[config.mk]
export PLATFORM = sky130hd
export DESIGN_NAME = hall_switch_top
export DESIGN_NICKNAME = d
export VERILOG_FILES = /design/src/rtl/hsw_pkg.sv /design/src/rtl/hsw_axis_pick.sv /design/src/rtl/hsw_level.sv /design/src/rtl/hsw_hyst.sv /design/src/rtl/hall_switch_top.sv
export SDC_FILE = /design/constraint.sdc
export NUM_CORES = 1
export LEC_CHECK = 0
export BUFFER_PORTS_ARGS = -buffer_cell sky130_fd_sc_hd__buf_2
export CELL_PAD_IN_SITES_DETAIL_PLACEMENT = 0
export CELL_PAD_IN_SITES_GLOBAL_PLACEMENT = 1
export CORE_MARGIN = 1
export CORE_UTILIZATION = 34
export DETAILED_ROUTE_END_ITERATION = 6
export MAX_ROUTING_LAYER = met4
export PLACE_DENSITY_LB_ADDON = 0.08
export SLEW_MARGIN = 20
export SYNTH_ARGS = -nofsm -noshare
export SYNTH_HDL_FRONTEND = slang
export SYNTH_HIERARCHICAL = 1
export SYNTH_SLANG_ARGS = --single-unit
[constraint.sdc]
create_clock -name clk_i -period 1.54 [get_ports clk_i]
set_input_delay 0.077 -clock clk_i [delete_from_list [all_inputs] [get_ports clk_i]]
set_output_delay 0.077 -clock clk_i [all_outputs]
set_load 0.02 [all_outputs]
[src/rtl/hsw_pkg.sv]
package hsw_pkg;
  localparam int N_AX = 3;

  typedef enum logic [1:0] {
    OPM_STANDBY = 2'd0,
    OPM_SLEEP   = 2'd1,
    OPM_CONT    = 2'd2,
    OPM_RSVD    = 2'd3
  } op_mode_e;

  localparam logic [2:0] SWM_UNIPOLAR  = 3'd5;
  localparam logic [2:0] SWM_OMNIPOLAR = 3'd6;
  localparam logic [2:0] BAND_MIN      = 3'd2;

  function automatic logic is_switch_mode(input logic [2:0] m);
    return (m == SWM_UNIPOLAR) || (m == SWM_OMNIPOLAR);
  endfunction
endpackage

[src/rtl/hsw_axis_pick.sv]
module hsw_axis_pick #(
  parameter int N_AX   = 3,
  parameter int THR_W  = 8,
  parameter int DATA_W = 16
) (
  input  logic [N_AX-1:0][THR_W-1:0]  thr_i,
  input  logic [N_AX-1:0][DATA_W-1:0] field_i,
  input  logic [N_AX-1:0]             valid_i,
  output logic [N_AX-1:0]             sel_o,
  output logic                        any_o,
  output logic [THR_W-1:0]            thr_o,
  output logic [DATA_W-1:0]           field_o,
  output logic                        valid_o
);
  // fixed priority: lowest index (X) wins
  always_comb begin
    logic found;
    found = 1'b0;
    sel_o = '0;
    for (int i = 0; i < N_AX; i++) begin
      if (!found && (thr_i[i] != '0)) begin
        sel_o[i] = 1'b1;
        found    = 1'b1;
      end
    end
    any_o = found;
  end

  always_comb begin
    thr_o   = '0;
    field_o = '0;
    valid_o = 1'b0;
    for (int i = 0; i < N_AX; i++) begin
      if (sel_o[i]) begin
        thr_o   = thr_o | thr_i[i];
        field_o = field_o | field_i[i];
        valid_o = valid_o | valid_i[i];
      end
    end
  end
endmodule

[src/rtl/hsw_level.sv]
module hsw_level #(
  parameter int DATA_W = 16,
  parameter int THR_W  = 8,
  parameter int RES_W  = 12,
  localparam int CMP_W      = DATA_W + 2,
  localparam int THR_SHIFT  = DATA_W - THR_W,
  localparam int HYST_SHIFT = DATA_W - RES_W
) (
  input  logic                    omni_i,
  input  logic [2:0]              band_i,
  input  logic [THR_W-1:0]        thr_i,
  input  logic [DATA_W-1:0]       field_i,
  output logic signed [CMP_W-1:0] lvl_o,
  output logic signed [CMP_W-1:0] on_lvl_o,
  output logic signed [CMP_W-1:0] off_lvl_o
);
  logic signed [CMP_W-1:0] f_ext, t_ext, hyst;
  logic [4:0]              hyst_sh;

  assign f_ext = {{(CMP_W-DATA_W){field_i[DATA_W-1]}}, field_i};
  assign t_ext = {{(CMP_W-THR_W){thr_i[THR_W-1]}}, thr_i} <<< THR_SHIFT;

  // band b -> 2^(b+1) LSB at RES_W resolution
  assign hyst_sh = 5'(band_i) + 5'd1 + 5'(HYST_SHIFT);
  assign hyst    = CMP_W'(1) << hyst_sh;

  always_comb begin
    if (omni_i) begin
      lvl_o    = (f_ext < 0) ? -f_ext : f_ext;
      on_lvl_o = (t_ext < 0) ? -t_ext : t_ext;
    end else begin
      lvl_o    = f_ext;
      on_lvl_o = t_ext;
    end
    off_lvl_o = on_lvl_o - hyst;
  end
endmodule

[src/rtl/hsw_hyst.sv]
module hsw_hyst #(
  parameter int CMP_W = 18
) (
  input  logic                    clk_i,
  input  logic                    rst_ni,
  input  logic                    en_i,
  input  logic                    valid_i,
  input  logic signed [CMP_W-1:0] lvl_i,
  input  logic signed [CMP_W-1:0] on_lvl_i,
  input  logic signed [CMP_W-1:0] off_lvl_i,
  output logic                    sw_on_o
);
  logic sw_on_q, sw_on_d;

  always_comb begin
    sw_on_d = sw_on_q;
    if (!en_i)                                   sw_on_d = 1'b0;
    else if (valid_i && !sw_on_q && lvl_i >= on_lvl_i) sw_on_d = 1'b1;
    else if (valid_i &&  sw_on_q && lvl_i < off_lvl_i) sw_on_d = 1'b0;
  end

  always_ff @(posedge clk_i or negedge rst_ni) begin
    if (!rst_ni) sw_on_q <= 1'b0;
    else         sw_on_q <= sw_on_d;
  end

  assign sw_on_o = sw_on_q;

  assert_release_inactive_R8: assert property (@(posedge clk_i) disable iff (!rst_ni)
    !en_i |=> !sw_on_q);

  assert_hold_no_strobe_R10: assert property (@(posedge clk_i) disable iff (!rst_ni)
    (en_i && !valid_i) |=> $stable(sw_on_q));

  assert_turn_on_at_thr_R4: assert property (@(posedge clk_i) disable iff (!rst_ni)
    $rose(sw_on_q) |-> $past(en_i && valid_i && (lvl_i >= on_lvl_i)));

  assert_turn_off_below_band_R5: assert property (@(posedge clk_i) disable iff (!rst_ni)
    ($fell(sw_on_q) && $past(en_i)) |-> $past(valid_i && (lvl_i < off_lvl_i)));
endmodule

[src/rtl/hall_switch_top.sv]
module hall_switch_top #(
  parameter int DATA_W = 16,
  parameter int THR_W  = 8,
  parameter int RES_W  = 12,
  localparam int CMP_W = DATA_W + 2
) (
  input  logic              clk_i,
  input  logic              rst_ni,
  input  logic [1:0]        op_mode_i,
  input  logic [2:0]        int_mode_i,
  input  logic [2:0]        band_sel_i,
  input  logic [THR_W-1:0]  thr_x_i,
  input  logic [THR_W-1:0]  thr_y_i,
  input  logic [THR_W-1:0]  thr_z_i,
  input  logic [DATA_W-1:0] field_x_i,
  input  logic [DATA_W-1:0] field_y_i,
  input  logic [DATA_W-1:0] field_z_i,
  input  logic              valid_x_i,
  input  logic              valid_y_i,
  input  logic              valid_z_i,
  input  logic              irq_req_i,
  input  logic              trig_req_i,
  output logic              switch_n_o,
  output logic              irq_req_o,
  output logic              trig_req_o
);
  import hsw_pkg::*;

  logic [N_AX-1:0]             sel;
  logic                        any_thr, sel_valid, active, sw_on;
  logic [THR_W-1:0]            sel_thr;
  logic [DATA_W-1:0]           sel_field;
  logic signed [CMP_W-1:0]     lvl, on_lvl, off_lvl;

  hsw_axis_pick #(.N_AX(N_AX), .THR_W(THR_W), .DATA_W(DATA_W)) i_pick (
    .thr_i   ({thr_z_i, thr_y_i, thr_x_i}),
    .field_i ({field_z_i, field_y_i, field_x_i}),
    .valid_i ({valid_z_i, valid_y_i, valid_x_i}),
    .sel_o   (sel),
    .any_o   (any_thr),
    .thr_o   (sel_thr),
    .field_o (sel_field),
    .valid_o (sel_valid)
  );

  assign active = (op_mode_i == OPM_CONT) && is_switch_mode(int_mode_i) &&
                  (band_sel_i >= BAND_MIN) && any_thr;

  hsw_level #(.DATA_W(DATA_W), .THR_W(THR_W), .RES_W(RES_W)) i_level (
    .omni_i    (int_mode_i == SWM_OMNIPOLAR),
    .band_i    (band_sel_i),
    .thr_i     (sel_thr),
    .field_i   (sel_field),
    .lvl_o     (lvl),
    .on_lvl_o  (on_lvl),
    .off_lvl_o (off_lvl)
  );

  hsw_hyst #(.CMP_W(CMP_W)) i_hyst (
    .clk_i     (clk_i),
    .rst_ni    (rst_ni),
    .en_i      (active),
    .valid_i   (sel_valid),
    .lvl_i     (lvl),
    .on_lvl_i  (on_lvl),
    .off_lvl_i (off_lvl),
    .sw_on_o   (sw_on)
  );

  assign switch_n_o = ~sw_on;
  assign irq_req_o  = irq_req_i  & ~active;
  assign trig_req_o = trig_req_i & ~active;

  assert_override_R9: assert property (@(posedge clk_i) disable iff (!rst_ni)
    active |-> (!irq_req_o && !trig_req_o));

  assert_x_first_R2: assert property (@(posedge clk_i) disable iff (!rst_ni)
    (thr_x_i != '0) |-> (sel == 3'b001));

  assert_y_before_z_R2: assert property (@(posedge clk_i) disable iff (!rst_ni)
    ((thr_x_i == '0) && (thr_y_i != '0)) |-> (sel == 3'b010));

  assert_zero_codes_off_R3: assert property (@(posedge clk_i) disable iff (!rst_ni)
    ((thr_x_i == '0) && (thr_y_i == '0) && (thr_z_i == '0)) |=> switch_n_o);
endmodule

==> reports/qor.csv, run 1 <==
stage,metric,value,unit
routing,drtIter0Drc,104,
routing,wl_per_cell,14.0,µm
critical_path,crit_path_end_kind,flip-flop,
routing,drc,0,
synthesis,syn_area_per_cell,7.08,µm²
layout,drive_above_1_share,0.440,
pwr,p_int,0.778,mW
timing,fmax,235,MHz
critical_path,startpoint,thr_x_i[1],
place,preCtsSetupSlack,-2.79,ns
pwr,power_frac_seq,0.019,
critical_path,crit_path_start_kind,input pin,
timing,finalCritPeriodShare,2.76,
pwr,power_leakage,2.40,nW
layout,diodes,0,
layout,synthToLayoutAreaGrowth,63.5,%
layout,final_area,0.00474,mm²
place,numPortBuffers,89,
timing,setup_slack,-2.71,ns
routing,ant_nets,0,
critical_path,worstPathMaxFanout,5,
critical_path,slowest_stage,or4_4,
pwr,power_frac_clock,0,
layout,layout.nets,766,
routing,drtPass1Iterations,4,
global_routing,grt_util_met3,0.00725,
place,dp.cells,724,
layout,largest_reg_flops,1,
global_routing,grt-ovfl-total,0,
critical_path,crit_arrival,4.11,ns
pwr,ir_worst_vdd,102,µV
timing,finalMaxSlewViolations,0,
floorplan,core.rowCount,33,
timing,fin_crit,4.25,ns
critical_path,crit_type,input pin to flip-flop,
routing,via_count,3775,
floorplan,ios,90,
synthesis,synth_warnings,6,
worst_hold_path,hold_path.class,input pin to async pin,
layout,stdcell_count,735,
global_routing,grt_pass1_wl,17.5,mm
pwr,power.density,311,mW/mm²
place,placed_cell_area,0.00449,mm²
timing,skew,0,ns
timing,rsz0062_at_grt,true,
timing,whs,0.388,ns
floorplan,fp.dieH,94.4,µm
timing,tns,-3.76,ns
floorplan,core,0.00826,mm²
global_routing,grt_busiest_layer,met2,
critical_path,worstPathRequired,1.40,ns
pwr,pwr-share-comb,0.981,
critical_path,max_stage_delay,0.57,ns
global_routing,track_usage,0.254,
outcome,violations,negative setup slack,
global_routing,met1_usage,0.294,
global_routing,grt_max_degree,18,
place,dpl.hpwl,8.76,mm
synthesis,synth_cells,410,
global_routing,grt_pass1_vias,3930,
floorplan,die_x,94.4,µm
synthesis,syn_area,0.00290,mm²
place,place.gp.congestion,0.890,
critical_path,critical_path.cell_chain,"buf_6, or4_4, nor4_4, buf_4, a221o_1, nor3_1, a31oi_1, xor2_1, ha_1, buf_4, and3_1, a31oi_1, inv_1, ha_1, nand2_1, a2111oi_4, a311oi_2, a211oi_2, nand4b_1",
job,cap_violations,0,
routing,wl,10.3,mm
floorplan,start_util,0.351,
cts,clk_latency,0,ns
timing,hold_viol,0,
timing,setup_viol,3,
pwr,p_sw_frac,0.472,
routing,vias_per_cell,5.14,
cts,clk_pin_slew_worst_paths,0,ns
outcome,outcome,"complete, but fails checks",
floorplan,die-area,0.00891,mm²
critical_path,reg2reg_from,i_hyst/sw_on_o$_DFFE_PN0P_,
global_routing,grt_use_met2,0.481,
pwr,power.switching,0.696,mW
global_routing,antenna_found_initial,0,
layer usage:
layer  part of all wire  routed length, µm
met5                  0                  0
met2               0.51               5310
met4              0.011                117
met3              0.032                333
met1               0.44               4560
power groups by stage:
stage | Sequential (mW) | Clock (mW) | Combinational, mW
final | 0.0276 | 0 | 1.45
after global placement | 0.0275 | 0 | 1.30
after CTS | 0.0275 | 0 | 1.36
after detailed placement | 0.0275 | 0 | 1.32
after global routing | 0.0277 | 0 | 1.61
after floorplan | 0.0275 | 0 | 0.739
area by class of cell:
class / instances / area [µm²]
Fill cell: 796 / 3510
Multi-Input combinational cell: 326 / 2720
Timing Repair Buffer: 234 / 1610
Inverter: 69 / 259
Tap cell: 105 / 131
Sequential cell: 1 / 25.0
stage by stage:
step / total power, mW / utilization
after floorplan: 0.766 / -
after global placement: 1.33 / 0.543
after detailed placement: 1.35 / 0.543
after CTS: 1.39 / 0.583
after global routing: 1.64 / 0.575
final: 1.47 / 0.575
layout by cell type, fill, tap and decap left out, types with 8 or more instances in the layout:
master	instances
xnor2_1	11
o311ai_0	9
conb_1	15
buf_4	141
o21ai_0	24
a21oi_1	14
nor2_1	18
inv_1	68
xor2_1	13
nand2_1	15
o311ai_1	9
buf_6	8
o2111ai_1	18
ha_1	43
buf_2	82
worst paths after layout:
check	to	slack, ns	cells past startpoint
max	i_hyst/sw_on_o$_DFFE_PN0P_	-2.71	19
min reg2reg	i_hyst/sw_on_o$_DFFE_PN0P_	0.81	4
max in group asynchronous	i_hyst/sw_on_o$_DFFE_PN0P_	1.07	2
max reg2reg	i_hyst/sw_on_o$_DFFE_PN0P_	0.32	6
min	i_hyst/sw_on_o$_DFFE_PN0P_	0.39	2
min in group clk_i	trig_req_o	0.49	4
critical path: cells and delay by family:
family	cells	cell delay (ns)
AND/OR/NAND/NOR	6	1.35
AO/OA/AOI/OAI	6	1.18
adder cells (fa/ha/maj)	2	0.65
buffers and inverters	4	0.53
XOR/XNOR	1	0.31
repair_timing:
item / CTS / global route
endpoints found under the setup margin: 3 / 3
endpoints found under the hold margin: 1 / 0
gates resized for setup: 34 / 21
buffers inserted: 26 / 5
hold buffers: 1 / 0
pin swaps: 5 / 17
Power figures use the tool's default switching activity.
==> inputs of run 2 (changes only) <==
--- a/config.mk
+++ b/config.mk
@@ -12,7 +12,8 @@
 export CORE_UTILIZATION = 34
 export DETAILED_ROUTE_END_ITERATION = 6
 export MAX_ROUTING_LAYER = met4
-export PLACE_DENSITY_LB_ADDON = 0.08
+export PLACE_DENSITY_LB_ADDON = 0.1
+export SETUP_SLACK_MARGIN = 0.2
 export SLEW_MARGIN = 20
 export SYNTH_ARGS = -nofsm -noshare
 export SYNTH_HDL_FRONTEND = slang
==> run 2 against run 1 <==
  * The run still ends with negative setup slack left
  * Wire length grew 7.9%
  * Critical path depth grew 2
  * Final area grew 5.9%
==> reports/qor.csv, run 2 (synthesis results as in run 1) <==
stage,metric,value,unit
outcome,outcome,"complete, but fails checks",
outcome,violations,negative setup slack,
timing,worst_pin_slew,0.545,ns
floorplan,die_x,94.4,µm
global_routing,grt_pass1_wl,18.9,mm
critical_path,slowest_stage,or4_4,
global_routing,grt-ovfl-total,0,
layout,n_fill_cell,756,
timing,hold_viol,0,
pwr,power_leakage,2.53,nW
critical_path,worstPathBufferInverterCount,6,
timing,fmax,232,MHz
layout,fin_util,0.608,
timing,fin_crit,4.30,ns
critical_path,crit_arrival,4.23,ns
layout,synthToLayoutAreaGrowth,73.2,%
global_routing,grt_pass1_vias,4072,
critical_path,crit_path_end_kind,flip-flop,
routing,drtIter0Drc,99,
routing,wl_per_cell,14.6,µm
routing,drc,0,
global_routing,antenna_found_initial,0,
timing,rsz0062_at_grt,true,
routing,wl_met1,4.80,mm
routing,drtPass1Iterations,4,
timing,setup_viol,3,
timing,finalMaxSlewViolations,0,
layout,mostFrequentLayoutCells,"148 x buf_4, 84 x buf_2, 68 x inv_1",
routing,wl_met2,5.74,mm
timing,finalCritPeriodShare,2.79,
layout,diodes,0,
routing,wl_met3,349,µm
floorplan,die-area,0.00891,mm²
place,place.gp.congestion,0.945,
floorplan,start_util,0.351,
place,numPortBuffers,89,
timing,setup_slack,-2.76,ns
pwr,power.density,303,mW/mm²
layout,final_common_cell,buf_4,
routing,via_count,3966,
pwr,ir_worst_vdd,104,µV
cts,clk_latency,0,ns
floorplan,ios,90,
layout,largest_reg_flops,1,
timing,slew_headroom,0.632,
critical_path,worstPathMaxFanout,5,
place,dpl.hpwl,8.86,mm
job,cap_violations,0,
critical_path,worstPathRequired,1.47,ns
global_routing,track_usage,0.270,
floorplan,core,0.00826,mm²
layout,layout.nets,792,
critical_path,max_stage_delay,0.55,ns
timing,skew,0,ns
critical_path,crit_type,input pin to flip-flop,
critical_path,crit_family,simple AND/OR/NAND/NOR gates,
layout,drive_above_1_share,0.465,
floorplan,core.rowCount,33,
critical_path,critical_path.cell_chain,"buf_6, or4_4, nor4_4, buf_4, a221o_1, buf_4, xor2_1, ha_1, a21oi_4, o311ai_4, buf_4, a211o_1, nand3_1, inv_1, ha_4, nand2_1, nor3_2, buf_4, o2111ai_1, o21bai_1, nand4b_1",
routing,wl,11.1,mm
routing,ant_nets,0,
cts,clk_pin_slew_worst_paths,0,ns
routing,route.top_layer_used,met4,
pwr,power,1.52,mW
critical_path,cpMostUsedCell,buf_4,
critical_path,crit_path_start_kind,input pin,
floorplan,fp.dieH,94.4,µm
global_routing,grt_max_degree,18,
routing,vias_per_cell,5.21,
worst_hold_path,hold_path.class,input pin to async pin,
[run 2: path summary, 6_finish.rpt]
| path | from | slack [ns] | end | cells past startpoint |
|---|---|---|---|---|
| worst min register to register | i_hyst/sw_on_o$_DFFE_PN0P_ | 0.81 | i_hyst/sw_on_o$_DFFE_PN0P_ | 3 |
| worst max-delay path | thr_y_i[4] | -2.76 | i_hyst/sw_on_o$_DFFE_PN0P_ | 21 |
| worst max register to register | i_hyst/sw_on_o$_DFFE_PN0P_ | 0.32 | i_hyst/sw_on_o$_DFFE_PN0P_ | 6 |
| min in group clk_i | trig_req_i | 0.49 | trig_req_o | 4 |
| max in group asynchronous | rst_ni | 1.06 | i_hyst/sw_on_o$_DFFE_PN0P_ | 2 |
| worst min-delay path | rst_ni | 0.39 | i_hyst/sw_on_o$_DFFE_PN0P_ | 2 |
[run 2: power breakdown]
part           leakage, nW  switching, mW  internal [mW]
clock                    0              0              0
sequential          0.0139       0.000416         0.0272
combinational         2.52          0.723          0.773
total                 2.53          0.723          0.800
[run 2: metal layers]
layer  GRT usage  up-vias
li1            -     2011
met1       0.318     1835
met2       0.511      100
met3     0.00564       20
met5           -        -
met4      0.0462        0
[run 2: area by class of cell]
type,instances,area [µm²],area share
inverter,69,259,0.0515
timing repair buffer,260,1850,0.369
sequential,1,25.0,0.00498
multi-input combinational,326,2760,0.548
tap,105,131,0.0261
[run 2: worst reg2reg max path: stages, from the launching register on]
cell,delay [ns]
dfrtp_1,0.36
nand2_2,0.07
nor3_2,0.15
buf_4,0.14
o2111ai_1,0.14
o21bai_1,0.20
nand4b_1,0.09
[run 2: stage by stage]
| stage | TNS (ns) | area [µm²] | instances | worst slack, ns | hold WS (ns) |
|---|---|---|---|---|---|
| 2_1_floorplan | -2.96 | 3060 | 423 | -2.56 | -0.219 |
| 3_3_place_gp | -3.75 | 4490 | 725 | -2.73 | -0.147 |
| 3_5_place_dp | -3.88 | 4490 | 725 | -2.80 | -0.148 |
| 4_1_cts | -6.79 | 4910 | 759 | -2.64 | 0.387 |
| 5_1_grt | -7.70 | 5020 | 761 | -2.99 | 0.418 |
| 6_report | -7.25 | 5020 | 761 | -2.76 | 0.393 |
[run 2: timing repair]
action | in CTS | in global routing
setup buffers | 33 | 2
setup endpoints to repair | 3 | 3
hold buffers | 1 | 0
pin swaps | 23 | 15
endpoints found under the hold margin | 1 | 0
gates resized for setup | 39 | 15
